[config.mk]
export PLATFORM = sky130hd
export DESIGN_NAME = reset_sequencer
export DESIGN_NICKNAME = d
export VERILOG_FILES = /design/src/rtl/rst_seq_pkg.sv /design/src/rtl/rs_pin_filter.sv /design/src/rtl/rs_delay_timer.sv /design/src/rtl/rs_cause_flags.sv /design/src/rtl/reset_sequencer.sv
export SDC_FILE = /design/constraint.sdc
export NUM_CORES = 1
export LEC_CHECK = 0
export BUFFER_PORTS_ARGS = -buffer_cell sky130_fd_sc_hd__buf_2
export CAP_MARGIN = 20
export CORE_ASPECT_RATIO = 0.75
export CORE_MARGIN = 5
export CORE_UTILIZATION = 30
export CTS_BUF_LIST = sky130_fd_sc_hd__clkbuf_8
export DETAILED_ROUTE_END_ITERATION = 10
export HOLD_SLACK_MARGIN = 0.06
export PLACE_DENSITY_LB_ADDON = 0.05
export SYNTH_ARGS = -nofsm -noshare
export SYNTH_HDL_FRONTEND = slang
export SYNTH_SLANG_ARGS = --single-unit
[constraint.sdc]
create_clock -name clk -period 4.05 [get_ports clk]
set_clock_uncertainty 0.2 [all_clocks]
set_input_delay 0.2025 -clock clk [delete_from_list [all_inputs] [get_ports clk]]
set_output_delay 0.2025 -clock clk [all_outputs]
set_load 0.01 [all_outputs]
[src/rtl/rst_seq_pkg.sv]
package rst_seq_pkg;
  typedef enum logic [1:0] {SQ_HOLD, SQ_PWRT, SQ_OST, SQ_RUN} seq_state_e;
  localparam int FL_INSTR = 4;
  localparam int FL_WDOG  = 3;
  localparam int FL_AWAKE = 2;
  localparam int FL_PWRON = 1;
  localparam int FL_BROWN = 0;
  localparam int FL_W     = 5;
endpackage

[src/rtl/rs_pin_filter.sv]
module rs_pin_filter #(
  parameter int FILT_SAMPLES = 4
) (
  input  logic clk,
  input  logic rst,
  input  logic tick,
  input  logic pin_n,
  input  logic en,
  output logic pin_rst
);
  localparam int CW = $clog2(FILT_SAMPLES + 1);
  logic [CW-1:0] low_cnt;

  always_ff @(posedge clk or posedge rst) begin
    if (rst) begin
      low_cnt <= '0;
      pin_rst <= 1'b0;
    end else if (!en) begin
      low_cnt <= '0;
      pin_rst <= 1'b0;
    end else if (tick) begin
      if (pin_n) begin
        low_cnt <= '0;
        pin_rst <= 1'b0;
      end else if (low_cnt == CW'(FILT_SAMPLES - 1) || pin_rst) begin
        low_cnt <= CW'(FILT_SAMPLES);
        pin_rst <= 1'b1;
      end else begin
        low_cnt <= low_cnt + 1'b1;
      end
    end
  end


  pin_off_chk: assert property (@(posedge clk) disable iff (rst) !en |=> !pin_rst);

  pin_low_chk: assert property (@(posedge clk) disable iff (rst) $rose(pin_rst) |-> $past(!pin_n && tick));
endmodule

[src/rtl/rs_delay_timer.sv]
module rs_delay_timer #(
  parameter int LIMIT = 1024
) (
  input  logic clk,
  input  logic rst,
  input  logic run,
  input  logic step,
  output logic done
);
  localparam int CW = (LIMIT > 1) ? $clog2(LIMIT) : 1;
  logic [CW-1:0] cnt;

  always_ff @(posedge clk or posedge rst) begin
    if (rst)                 cnt <= '0;
    else if (!run)           cnt <= '0;
    else if (step)           cnt <= (cnt == CW'(LIMIT - 1)) ? '0 : cnt + 1'b1;
  end

  assign done = run && step && (cnt == CW'(LIMIT - 1));
endmodule

[src/rtl/rs_cause_flags.sv]
module rs_cause_flags
  import rst_seq_pkg::*;
(
  input  logic            clk,
  input  logic            por,
  input  logic            bor_evt,
  input  logic            wdt_awake,
  input  logic            wdt_sleep,
  input  logic            pin_sleep,
  input  logic            instr,
  input  logic [FL_W-1:0] set_mask,
  output logic [FL_W-1:0] stat
);
  logic [FL_W-1:0] nxt;

  always_comb begin
    nxt = stat | set_mask;
    if (instr) nxt[FL_INSTR] = 1'b0;
    if (pin_sleep) begin
      nxt[FL_WDOG]  = 1'b1;
      nxt[FL_AWAKE] = 1'b0;
    end
    if (wdt_sleep) begin
      nxt[FL_WDOG]  = 1'b0;
      nxt[FL_AWAKE] = 1'b0;
    end
    if (wdt_awake) begin
      nxt[FL_WDOG]  = 1'b0;
      nxt[FL_AWAKE] = 1'b1;
    end
    if (bor_evt) begin
      nxt[FL_INSTR] = 1'b1;
      nxt[FL_WDOG]  = 1'b1;
      nxt[FL_AWAKE] = 1'b1;
      nxt[FL_BROWN] = 1'b0;
    end
  end

  always_ff @(posedge clk or posedge por) begin
    if (por) stat <= 5'b11100;
    else     stat <= nxt;
  end


  instr_flag_chk: assert property (@(posedge clk) disable iff (por)
    $past(instr && !bor_evt) |-> !stat[FL_INSTR]);

  brown_flag_chk: assert property (@(posedge clk) disable iff (por)
    $past(bor_evt) |-> !stat[FL_BROWN]);
endmodule

[src/rtl/reset_sequencer.sv]
module reset_sequencer
  import rst_seq_pkg::*;
#(
  parameter int FILT_SAMPLES = 4,
  parameter int PWRT_TICKS   = 2048,
  parameter int OST_CYCLES   = 1024
) (
  input  logic       clk,
  input  logic       por_in,
  input  logic       slow_tick,
  input  logic       ext_rst_n,
  input  logic       ext_en,
  input  logic       sleeping,
  input  logic       wdt_to,
  input  logic       bor_det,
  input  logic       bor_en,
  input  logic       reset_instr,
  input  logic       stk_full,
  input  logic       stk_under,
  input  logic       pwrt_en,
  input  logic       ost_en,
  input  logic [4:0] flag_set,
  output logic       chip_rst_o,
  output logic       wake_o,
  output logic [4:0] stat_o
);
  seq_state_e state, state_nx;
  logic pin_rst, pwrt_done, ost_done, src_any, bor_evt, wdt_awake, wdt_sleep;

  rs_pin_filter #(.FILT_SAMPLES(FILT_SAMPLES)) u_filt (
    .clk(clk), .rst(por_in), .tick(slow_tick), .pin_n(ext_rst_n),
    .en(ext_en), .pin_rst(pin_rst));

  rs_delay_timer #(.LIMIT(PWRT_TICKS)) u_pwrt (
    .clk(clk), .rst(por_in), .run(state == SQ_PWRT), .step(slow_tick),
    .done(pwrt_done));

  rs_delay_timer #(.LIMIT(OST_CYCLES)) u_ost (
    .clk(clk), .rst(por_in), .run(state == SQ_OST), .step(1'b1),
    .done(ost_done));

  assign bor_evt   = bor_det && bor_en;
  assign wdt_awake = wdt_to && !sleeping;
  assign wdt_sleep = wdt_to && sleeping;
  assign src_any   = pin_rst || wdt_awake || bor_evt || reset_instr ||
                     stk_full || stk_under;

  rs_cause_flags u_flags (
    .clk(clk), .por(por_in), .bor_evt(bor_evt), .wdt_awake(wdt_awake),
    .wdt_sleep(wdt_sleep), .pin_sleep(pin_rst && sleeping),
    .instr(reset_instr), .set_mask(flag_set), .stat(stat_o));

  always_comb begin
    state_nx = state;
    if (src_any) state_nx = SQ_HOLD;
    else begin
      case (state)
        SQ_HOLD: state_nx = pwrt_en ? SQ_PWRT : (ost_en ? SQ_OST : SQ_RUN);
        SQ_PWRT: if (pwrt_done) state_nx = ost_en ? SQ_OST : SQ_RUN;
        SQ_OST:  if (ost_done) state_nx = SQ_RUN;
        default: state_nx = state;
      endcase
    end
  end

  always_ff @(posedge clk or posedge por_in) begin
    if (por_in) begin
      state  <= SQ_HOLD;
      wake_o <= 1'b0;
    end else begin
      state  <= state_nx;
      wake_o <= wdt_sleep;
    end
  end

  assign chip_rst_o = (state != SQ_RUN);


  src_hold_chk: assert property (@(posedge clk) disable iff (por_in) src_any |=> chip_rst_o);

  release_chk: assert property (@(posedge clk) disable iff (por_in) $fell(chip_rst_o) |-> $past(!src_any));

  wake_no_rst_chk: assert property (@(posedge clk) disable iff (por_in)
    (!chip_rst_o && wdt_sleep && !src_any) |=> (!chip_rst_o && wake_o));
endmodule

[After elaboration in Yosys (flattened, before gate mapping)]
Index checks and enable logic that the tools add are counted.
Word-level totals
  flip-flop bits (word level): 33
  latch bits: 0
  bits in writable memories: 0
  bits in read-only memories: 0
  output and inout port bits: 7
  logic and storage cells: 65
  memories: 0
Cells by class
  add/subtract/negate cells: 3
  multipliers: 0
  div/mod/pow operators: 0
  order comparisons: 0
  eq/ne operators: 11
  shifts and indexed selects: 0
  multiplexer cells: 25
  bitwise logic cells: 1
  reductions and logical operators: 18
Operator list (count)
  $mux 11: 3
  $mux 10: 2
  $mux 3: 5
  $mux 2: 7
  $add 11x1->11 const B: 1
  $eq 11x11->1 const B: 1
  $add 10x1->10 const B: 1
  $eq 10x10->1 const B: 1
  $logic_and 1x1->1: 7
  $mux 1: 7
  $logic_or 1x1->1: 6
  $ne 2x2->1 const B: 3
  $ne 3x3->1 const B: 2
  $pmux 2 s3: 1
  $or 5x5->5: 1
  $reduce_bool 4->1: 1
  $add 3x1->3 const B: 1
  $eq 3x2->1 const B: 1
  $ne 3x2->1 const B: 1
  $reduce_and 3->1: 1
  $eq 2x1->1 const B: 1
  $eq 2x2->1 const B: 1
  $logic_not 2->1: 1
  $reduce_and 2->1: 1
  $logic_not 1->1: 1

[Depth between registers and ports, before layout]
Gate-level depths: netlist of the first run.
  depth after elaboration: 9
  depth in mapped cells: 7
  mapped depth without buffers: 6

[Hierarchy]
From an unflattened synthesis of the first run, not the netlist that was laid out.
Unflattened totals
  cell total of the unflattened synthesis: 187
  area total of the unflattened synthesis: 1904.3 um^2
Modules (own cells, without submodules)
  rs_delay_timer at u_ost: instances 1, cells each 60, area each 606.8 um^2
  rs_delay_timer at u_pwrt: instances 1, cells each 56, area each 601.8 um^2
  reset_sequencer: instances 1, cells each 33, area each 282.8 um^2
  rs_pin_filter: instances 1, cells each 21, area each 216.5 um^2
  rs_cause_flags: instances 1, cells each 17, area each 196.4 um^2

[Worst setup path before layout of the first run]
OpenSTA, ideal clock, no wires.
  path kind: reg-to-reg
  start point: register u_ost.cnt[0]
  end point: register state[1]
  setup time: 0.079 ns
  data arrival time: 1.539 ns
  path slack: 2.232 ns
  cell stages (with the launch flop): 6
  path buffers: 0
  cells stage by stage: dfrtp_1 > ha_1 > inv_1 > o41ai_4 > o211a_4 > mux2i_1
Between the ends
  cells in the longest elaborated chain, start to end: 4
Ends and longest elaborated chain
  start: declaration: RTL line rs_delay_timer.sv:11  | logic [CW-1:0] cnt;
  start signal: assignment: RTL line rs_delay_timer.sv:16  | else if (step) cnt <= (cnt == CW'(LIMIT - 1)) ? '0 : cnt + 1'b1;
  $eq 10x10->1: RTL line rs_delay_timer.sv:19  | assign done = run && step && (cnt == CW'(LIMIT - 1));
  $logic_and 1x1->1: RTL line rs_delay_timer.sv:19
  $ne 3x3->1 (no line)
  $reduce_and 3->1 (no line)
  end signal: assignment: RTL line reset_sequencer.sv:71  | state <= state_nx;
  end: declaration: RTL line reset_sequencer.sv:27  | seq_state_e state, state_nx;
No other way between the ends.
A chain may end at the register's enable or synchronous reset.

[Worst setup path after layout of the first run]
  start point: input port wdt_to
  end point: register u_flags.stat[2]
Between the ends
  cells in the longest elaborated chain, start to end: 4
Ends and longest elaborated chain
  start: declaration: RTL line reset_sequencer.sv:14  | input logic wdt_to,
  $logic_and 1x1->1: RTL line reset_sequencer.sv:44  | assign wdt_sleep = wdt_to && sleeping;
  $mux 2: RTL line rs_cause_flags.sv:23  | if (wdt_sleep) begin
  $mux 2 *: RTL line rs_cause_flags.sv:27  | if (wdt_awake) begin
  $mux 3 *: RTL line rs_cause_flags.sv:31  | if (bor_evt) begin
  net u_flags.nxt[2]: RTL line rs_cause_flags.sv:14  | logic [FL_W-1:0] nxt;
  end signal: assignment: RTL line rs_cause_flags.sv:41  | else stat <= nxt;
  end: declaration: RTL line rs_cause_flags.sv:12  | output logic [FL_W-1:0] stat
Mark *: on every way through the listed nets, which the timed path passes. The rest lies on a longest branch.

==> results_dict.tcl, run 1 <==
set metrics [dict create \
    status "finished clean" \
    rsz0062_at_grt "false" \
    cp.required_ns 4.05 \
    dp_hpwl_mm 2.45 \
    syn2layout_area_growth_pct 26.9 \
    cts-htree-levels 2 \
    synthCells 166 \
    yosys.cell_types.count 37 \
    cts_buffer_depth 2 \
    crit_path_start_kind "input pin" \
    clockRootBuffer "clkbuf_8" \
    portBuffers 25 \
    drive_gt1_share_pct 19.3 \
    synth-edff-count 0 \
    max_freq_ghz 0.437 \
    yosys_warnings 0 \
    antenna_cells 0 \
    max-slew-margin-rel_pct 59.9 \
    ios 26 \
    tritoncts "done" \
    finalCritPeriodShare_pct 56.6 \
    synth_nets 193 \
    overflow 0 \
    fp.dieW_um 96.6 \
    tightestPinTransition_ns 0.599 \
    fin_area_um2 2140 \
    numCtsBuffers 5 \
    endpoint_kind "flip-flop" \
    pre_cts_ws_ns 2.01 \
    ys.flop_type "dfrtp_1" \
    drc 0 \
    critPathKind "in2reg" \
    power.total_uw 645 \
    row_count 23 \
    grt_max_degree 34 \
    arrival_ns 2.29 \
    power_frac_comb_pct 9.3 \
    p_leak_nw 0.896 \
    hold_path_class "in2reg" \
    dr.pass1.iters 4 \
    post_dp_cell_area_um2 1900 \
    grt_pass1_wl_mm 6.10 \
    ant_nets 0 \
    vdd_drop_max_mv 0.120 \
    p_seq_share_pct 52.8 \
    clkPwrFrac_pct 37.9 \
    clock_latency_ns 0.27 \
    hold_violations 0 \
    max_cap_viol_count 0 \
    switching_power_uw 144 \
    fin_ws_ns 1.76 \
    crit_fanout 5 \
    ys_ff_latch 33 \
    period_needed_ns 2.29 \
    timing.setup.tns_ns 0 \
    grt_use_total_pct 10.9 \
    start_util_pct 31.2 \
    numClockSinks 33 \
    gp_congestion 0.774 \
    powerDensity_nw_per_um2 301 \
    final_max_slew_viol_count 0 \
    path_clk_slew_ns 0.06 \
    avgRoutedWirePerCell_um 12.1 \
    fin_nets 239 \
    viasPerCell 4.51 \
    setup_violations 0 \
    syn_area_um2 1690 \
    synth_common_cells "dfrtp_1, nor2_1, nand2_1, inv_1" \
    avgSynthCellArea_um2 10.2 \
    p_sw_share_pct 22.3 \
    antenna_found_initial 0 \
    async_reset_ff_share_pct 100 \
    yosys.area.top_type "dfrtp_1" \
    synth_area_leaders "dfrtp_1, ha_1, nor2_1, dfstp_2, xor2_1" \
    vias 1293 \
    yosysMostFrequentCell "dfrtp_1" \
    synth_top_area_share_pct 44.5 \
    grt_pass1_vias 1317 \
    p_int_uw 501 \
    initialDrtViolationCount 52 \
    core_area_um2 5410 \
    die_y_um 74.9 \
    synth_seq_area_share_pct 49.2 \
    dieArea_um2 7240 \
    totalWireLength_mm 3.47 \
]
[routing by layer]
metal / GRT usage, % / part of all wire [%]
met5: 0 / 0
met4: 2.80 / 0.55
met3: 3.40 / 3.6
met2: 16.6 / 42
met1: 15.1 / 54
[critical path, cell delays in order]
cell and delay, ns:
dlygate4sd3_1 0.53, buf_2 0.14, o31ai_1 0.21, dlygate4sd3_1 0.58
nand2_1 0.05, dlygate4sd3_1 0.56
[power groups by stage]
stage / logic (mW) / registers (mW) / clock network (mW)
floorplan: 0.0250 / 0.348 / 0
global placement: 0.0471 / 0.346 / 0
detailed placement: 0.0479 / 0.346 / 0
CTS: 0.0609 / 0.340 / 0.261
global route: 0.0675 / 0.341 / 0.275
finish: 0.0599 / 0.341 / 0.244
[logic make-up (layout without fill, tap and decap cells)]
family                     count (synthesis)  count (layout)  synth area share (%)
and+or+nand+nor                           73              73                  22.4
buffers and inverters                     13              59                  2.97
AOI/OAI and AO/OA                         20              20                  9.35
muxes                                      4               4                  2.37
xor gates and xnor gates                  15              15                  7.79
DFF                                       33              33                  49.2
adders and majority gates                  8               8                  5.93
[flip-flops by register name (all words and copies together) (netlist names)]
| signal | flops |
|---|---|
| u_filt.pin_rst | 1 |
| u_flags.stat | 5 |
| u_filt.low_cnt | 3 |
| state | 2 |
| u_ost.cnt | 10 |
| wake_o | 1 |
| u_pwrt.cnt | 11 |
[per-stage QoR]
step,hold WS (ns),instances,util (%)
5_1_grt,0.117,287,39.6
2_1_floorplan,0.0768,166,-
3_5_place_dp,0.128,265,35.2
4_1_cts,0.0636,287,39.6
3_3_place_gp,0.119,265,35.2
6_report,0.0787,287,39.6
[repair_timing]
item                                    4_1_cts  5_1_grt
hold buffers                                 15        0
endpoints found under the setup margin        0        0
buffers inserted                              0        0
endpoints found under the hold margin        41        0
resized for setup                             0        0
[placed cells by master, fill, tap and decap left out, types with 5 or more instances in the layout]
cell type | netlist | layout
xor2_1 | 8 | 8
xnor2_1 | 7 | 7
inv_1 | 11 | 12
buf_2 | 1 | 25
nand2b_1 | 5 | 5
a21oi_1 | 5 | 5
nor2_1 | 22 | 22
nand4_1 | 5 | 5
ha_1 | 8 | 8
dlygate4sd3_1 | 0 | 15
nand2_1 | 14 | 14
dfrtp_1 | 30 | 30
clkbuf_8 | 0 | 6
o21ai_0 | 6 | 6
nand3_1 | 6 | 6
[path summary, 6_finish.rpt]
path | from | end | slack, ns | cells after the start
setup / recovery | wdt_to | u_flags.stat[2] | 1.76 | 6
hold reg to reg | u_flags.stat[1] | u_flags.stat[1] | 0.26 | 1
min in group asynchronous | por_in | u_filt.pin_rst | 0.37 | 4
setup reg to reg | u_filt.pin_rst | u_flags.stat[2] | 1.92 | 5
max in group asynchronous | por_in | u_flags.stat[2] | 2.94 | 4
hold / removal | ext_rst_n | u_filt.low_cnt[1] | 0.08 | 4
[layout make-up]
cell class,count,area (um^2)
clock buffer,6,82.6
multi-input combinational,120,807
inverter,11,41.3
clock inverter,1,3.75
tap,75,93.8
sequential,33,830
fill,564,3270
timing repair buffer,41,283
(Power assumes the default switching activity.)
==> run 2: changes to the inputs <==
==> constraint.sdc (replaced) <==
create_clock -name clk -period 2.01 [get_ports clk]
set_clock_uncertainty 0.2 [all_clocks]
set_input_delay 0.1005 -clock clk [delete_from_list [all_inputs] [get_ports clk]]
set_output_delay 0.1005 -clock clk [all_outputs]
set_load 0.01 [all_outputs]
==> run 2 against run 1 <==
  * Register-to-register slack worse by 1.8 ns
  * Power is 100% higher
  * Count of clock-buffer cells in the layout is 1 lower
  * Combinational power is 120% higher
  * Highest routed layer unchanged
  * Critical path type unchanged
  * Sequential cell count stayed put
  * Design area is 3.3% higher
  * Utilization is 1.3 points higher
  * First-iteration DRC count is 23% higher
  * Setup slack worse by 1.7 ns
  * Sequential share of layout area is 1.2 points lower
  * Non-clock buffer count is 8 higher
  * Via count is 4.8% higher
  * Largest power group unchanged
==> results_dict.tcl, run 2 (same netlist as run 1, synthesis figures left out) <==
set metrics [dict create \
    grt_pass1_wl_mm 6.32 \
    max-slew-margin-rel_pct 71.0 \
    clock_latency_ns 0.28 \
    holdPathStages 3 \
    die_y_um 74.9 \
    final_max_slew_viol_count 0 \
    power.total_mw 1.30 \
    r2r_start "u_filt.low_cnt[0]" \
    hold_violations 0 \
    clkPwrFrac_pct 37.0 \
    busiest_layer "met2" \
    dp_hpwl_mm 2.53 \
    use_met3_pct 3.80 \
    largest_register_ffs 11 \
    vias 1355 \
    totalWireLength_mm 3.66 \
    final_cell_mix "dfrtp_1, buf_2, nor2_1" \
    post_dp_cell_area_um2 1920 \
    antenna_found_initial 0 \
    numClockSinks 33 \
    grt_max_degree 34 \
    drive_gt1_share_pct 19.9 \
    path_clk_slew_ns 0.07 \
    cp_slowest_cell "dlygate4sd3_1" \
    p_seq_share_pct 52.8 \
    start_util_pct 31.2 \
    crit_buf_inv 4 \
    crit_fanout 4 \
    critPathKind "in2reg" \
    drc 0 \
    switching_power_uw 314 \
    worst_path_dominant_cell_family "buffers and inverters" \
    viasPerCell 4.58 \
    gp_congestion 0.775 \
    cts_setup_buffers 0 \
    arrival_ns 1.94 \
    ff2ff_setup_slack_ns 0.17 \
    portBuffers 25 \
    finalCritPeriodShare_pct 98.1 \
    cts_resized 0 \
    post-route-util_pct 40.9 \
    status "finished clean" \
    fill_cells 561 \
    grt_use_met2_pct 17.8 \
    antenna_cells 0 \
    fin_area_um2 2210 \
    pre_cts_ws_ns 0.227 \
    max_freq_ghz 0.507 \
    period_needed_ns 1.97 \
    tightestPinTransition_ns 0.435 \
    overflow 0 \
    final_common_cell "dfrtp_1" \
    initialDrtViolationCount 64 \
    ios 26 \
    crit_chain "dlygate4sd3_1 -> buf_2 -> nand2_1 -> dlygate4sd3_1 -> nor2_1 -> dlygate4sd3_1" \
    syn2layout_area_growth_pct 31.2 \
    p_int_uw 985 \
    crit_path_frequent_cell "dlygate4sd3_1" \
    grt_use_total_pct 11.5 \
    powerDensity_nw_per_um2 587 \
    tritoncts "done" \
    power_frac_comb_pct 10.1 \
    cts_buffer_depth 2 \
    hold_buffers 21 \
    hold_start "slow_tick" \
    fin_nets 247 \
    endpoint_kind "flip-flop" \
    min_to "u_filt.low_cnt[0]" \
    avgRoutedWirePerCell_um 12.4 \
    p_leak_nw 0.933 \
    numCtsBuffers 5 \
    setup_violations 0 \
    clockRootBuffer "clkbuf_8" \
    cp.required_ns 1.97 \
    crit_path_start_kind "input pin" \
    rr_worst_depth 5 \
    core_area_um2 5410 \
    max_cap_viol_count 0 \
    use_met1_pct 15.2 \
    p_sw_share_pct 24.2 \
    grt_pass1_vias 1405 \
    rr_endpoint "u_filt.pin_rst" \
    rsz0062_at_grt "false" \
    fin_ws_ns 0.0377 \
    timing.setup.tns_ns 0 \
    crit_path_max_incr_delay_ns 0.54 \
    cts-htree-levels 2 \
    fp.dieW_um 96.6 \
    top_register "u_pwrt.cnt" \
    reg.largest.list "u_pwrt.cnt: 11 flops, u_ost.cnt: 10 flops, u_flags.stat: 5 flops" \
    hold_path_class "in2reg" \
    ant_nets 0 \
    dr.pass1.iters 4 \
    dieArea_um2 7240 \
    vdd_drop_max_mv 0.267 \
    row_count 23 \
]
## run 2: cell count changes in the layout (fill, tap and decap cells not counted), sizes merged
cell,delta
clkinv,+2
dlygate4sd3,+6
clkbuf,-1
buf,+2
## run 2: worst max path at each step
stage	start	to	slack [ns]	cells past startpoint
2_1_floorplan	u_ost.cnt[0]	state[1]	0.19	5
3_3_place_gp	state[1]	u_pwrt.cnt[9]	0.26	6
3_5_place_dp	u_ost.cnt[0]	state[0]	0.23	5
4_1_cts	ext_en	u_filt.pin_rst	0.04	6
5_1_grt	ext_en	u_filt.pin_rst	0.005	6
6_report	ext_en	u_filt.pin_rst	0.04	6
## run 2: worst reg2reg max path: stages (launching register included)
cell and delay [ns]:
dfrtp_1 0.40, ha_1 0.20, ha_1 0.21, a21oi_1 0.13, nor2_1 0.05, dlygate4sd3_1 0.54
## run 2: power by group through the flow
stage / Clock, mW / Combinational, mW / Sequential, mW
floorplan: 0 / 0.0505 / 0.701
global placement: 0 / 0.0966 / 0.698
detailed placement: 0 / 0.0990 / 0.698
CTS: 0.507 / 0.133 / 0.686
global route: 0.527 / 0.147 / 0.687
finish: 0.481 / 0.131 / 0.686
## run 2: area by class of cell
type,count,area [um^2],area share (%)
repair buffers,49,358,16.2
well taps,75,93.8,4.24
clock buffers,5,68.8,3.11
multi-input cells,120,807,36.5
clock inverters,3,13.8,0.622
inverters,11,41.3,1.87
flip-flops and latches,33,830,37.5
## run 2: per-stage QoR
stage | std cells | hold WS, ns
3_3_place_gp | 267 | 0.0175
3_5_place_dp | 267 | 0.0217
4_1_cts | 296 | 0.0635
6_report | 296 | 0.0715
5_1_grt | 296 | 0.109
2_1_floorplan | 166 | -0.0252
## run 2: routing by layer
layer / vias to the layer above / share of wire [%]
li1: 677 / -
met1: 637 / 50
met2: 36 / 44
met3: 5 / 4.9
met4: 0 / 1.0
met5: - / 0
==> run 3: changes to the inputs <==
--- a/config.mk
+++ b/config.mk
@@ -5,15 +5,16 @@
 export SDC_FILE = /design/constraint.sdc
 export NUM_CORES = 1
 export LEC_CHECK = 0
-export BUFFER_PORTS_ARGS = -buffer_cell sky130_fd_sc_hd__buf_2
 export CAP_MARGIN = 20
 export CORE_ASPECT_RATIO = 0.75
 export CORE_MARGIN = 5
 export CORE_UTILIZATION = 30
 export CTS_BUF_LIST = sky130_fd_sc_hd__clkbuf_8
 export DETAILED_ROUTE_END_ITERATION = 10
+export DONT_BUFFER_PORTS = 1
 export HOLD_SLACK_MARGIN = 0.06
 export PLACE_DENSITY_LB_ADDON = 0.05
 export SYNTH_ARGS = -nofsm -noshare
 export SYNTH_HDL_FRONTEND = slang
+export SYNTH_HIERARCHICAL = 1
 export SYNTH_SLANG_ARGS = --single-unit
==> run 3 against run 2 <==
  * Wire length is 24% higher
  * Fmax is 4.2% higher
  * Register-to-register slack worse by 0.05 ns
  * Clock power is 32% higher
  * Area after synthesis is 13% higher
  * Critical path depth is 2 higher
  * Non-clock buffer count is 11 lower
  * Worst hold slack better by 0.0052 ns
  * Via count is 15% higher
==> results_dict.tcl, run 3 <==
set metrics [dict create \
    final_max_slew_viol_count 0 \
    use_met3_pct 3.16 \
    drc 0 \
    ys_ff_latch 33 \
    tritoncts "done" \
    critPathKind "reg2reg" \
    clockRootBuffer "clkbuf_8" \
    status "finished clean" \
    yosys_warnings 6 \
    synth-edff-count 0 \
    avgSynthCellArea_um2 10.2 \
    cts_setup_buffers 0 \
    yosys.area.top_type "dfrtp_1" \
    clock_latency_ns 0.28 \
    dieArea_um2 8060 \
    final_cell_mix "dfrtp_1, dlygate4sd3_1, inv_1, nand2_1" \
    syn_area_um2 1900 \
    cts_buffer_depth 2 \
    cts-htree-levels 2 \
    max_freq_ghz 0.528 \
    cp.required_ns 1.97 \
    core_area_um2 6220 \
    hold_violations 0 \
    powerDensity_nw_per_um2 590 \
    synth_top_area_share_pct 39.4 \
    synth_area_leaders "dfrtp_1, ha_1, dfstp_2, nand2_1, inv_1" \
    antenna_cells 0 \
    crit_chain "ha_1 -> and4_4 -> nand4_1 -> nor2_1 -> nand2b_1 -> o311ai_4 -> nor2_2 -> a211oi_2" \
    use_met1_pct 15.9 \
    p_leak_nw 1.12 \
    dp_hpwl_mm 3.30 \
    vias 1565 \
    fin_nets 258 \
    syn2layout_area_growth_pct 30.4 \
    synth_common_cells "dfrtp_1, nand2_1, inv_1, nor2_1, nand3_1" \
    numClockSinks 33 \
    busiest_layer "met2" \
    grt_use_met2_pct 19.4 \
    yosysMostFrequentCell "dfrtp_1" \
    synthCells 187 \
    avgRoutedWirePerCell_um 14.5 \
    hold_ws_ns 0.0767 \
    async_reset_ff_share_pct 100 \
    hold_path_class "in2async" \
    path_clk_slew_ns 0.07 \
    grt_use_total_pct 12.0 \
    overflow 0 \
    endpoint_kind "flip-flop" \
    grt_pass1_wl_mm 7.69 \
    reg.largest.list "u_pwrt/cnt: 11 flops, u_ost/cnt: 10 flops, u_flags/stat: 5 flops" \
    antenna_found_initial 0 \
    gp_congestion 0.818 \
    power.total_mw 1.46 \
    dr.pass1.iters 5 \
    largest_register_ffs 11 \
    finalCritPeriodShare_pct 94.2 \
    numCtsBuffers 5 \
    row_count 25 \
    initialDrtViolationCount 66 \
    fp.dieW_um 102 \
    yosys.cell_types.count 51 \
    final_common_cell "dfrtp_1" \
    synth_seq_area_share_pct 43.6 \
    rsz0062_at_grt "false" \
    crit_path_max_incr_delay_ns 0.35 \
    crit_fanout 4 \
    portBuffers 0 \
    ios 26 \
    grt_pass1_vias 1683 \
    period_needed_ns 1.89 \
    start_util_pct 30.6 \
    grt_max_degree 13 \
    vdd_drop_max_mv 0.186 \
    totalWireLength_mm 4.54 \
    top_register "u_pwrt/cnt" \
    die_y_um 79 \
    timing.setup.tns_ns 0 \
    drive_gt1_share_pct 20.3 \
    setup_violations 0 \
    crit_path_start_kind "flip-flop" \
    arrival_ns 1.85 \
    ant_nets 0 \
    cp_slowest_cell "dfrtp_1" \
    max_cap_viol_count 0 \
    ys.flop_type "dfrtp_1" \
    viasPerCell 5.00 \
]
run 3: path summary, 6_finish.rpt:
kind	start	end	slack (ns)	depth (start not counted)
worst max-delay path	u_ost/cnt[1]	state[1]	0.12	8
worst min register to register	u_pwrt/cnt[9]	u_pwrt/cnt[9]	0.32	1
worst max register to register	u_ost/cnt[1]	state[1]	0.12	8
worst min-delay path	por_in	u_filt/low_cnt[2]	0.08	2
min in group clk	slow_tick	u_filt/low_cnt[0]	0.20	2
max in group asynchronous	por_in	state[0]	0.87	3
run 3: final cells by class:
cell class              instances  area (um^2)
well taps                      81          101
flip-flops and latches         33          830
fillers                       603         3740
repair buffers                 38          348
clock buffers                   6         82.6
inverters                      14         52.6
clock inverters                 2         33.8
multi-input cells             139         1030
run 3: routing by layer:
layer | share of wire [%] | wire, um
met5 | 0 | 0
met4 | 0.84 | 38
met3 | 5.0 | 229
met2 | 46 | 2090
met1 | 48 | 2190
run 3: kinds of logic after synthesis:
logic type | synth area share [%]
multiplexers | 1.18
XOR/XNOR | 4.14
adder cells (fa/ha/maj) | 5.26
AND/OR/NAND/NOR | 25.6
buffers and inverters | 3.28
other | 0.197
AO/OA/AOI/OAI | 16.8
flip-flops | 43.6
run 3: timing repair:
| action | CTS | global route |
|---|---|---|
| hold buffers | 24 | 0 |
| endpoints found under the setup margin | 0 | 3 |
| gates resized for setup | 0 | 5 |
| endpoints found under the hold margin | 55 | 0 |
run 3: where the power goes:
part | total [mW] | internal (mW) | switching, mW
logic | 0.133 | 0.0658 | 0.0675
registers | 0.694 | 0.681 | 0.0130
clock network | 0.637 | 0.399 | 0.238
run 3: worst max-delay path: cells and delay by family, from the launching register on:
| kind | cells | cell delay, ns |
|---|---|---|
| AOI/OAI and AO/OA | 2 | 0.18 |
| DFF | 1 | 0.35 |
| and+or+nand+nor | 5 | 0.80 |
| adders and majority gates | 1 | 0.23 |
run 3: metrics by stage:
stage | worst slack (ns) | instances | cell area [um^2] | util (%)
final | 0.117 | 313 | 2480 | 39.9
after global routing | 0.0156 | 313 | 2480 | 39.9
after CTS | 0.0635 | 313 | 2460 | 39.5
after detailed placement | 0.0709 | 281 | 2100 | 33.8
after global placement | 0.148 | 281 | 2100 | 33.8
after floorplan | 0.153 | 188 | 1910 | -
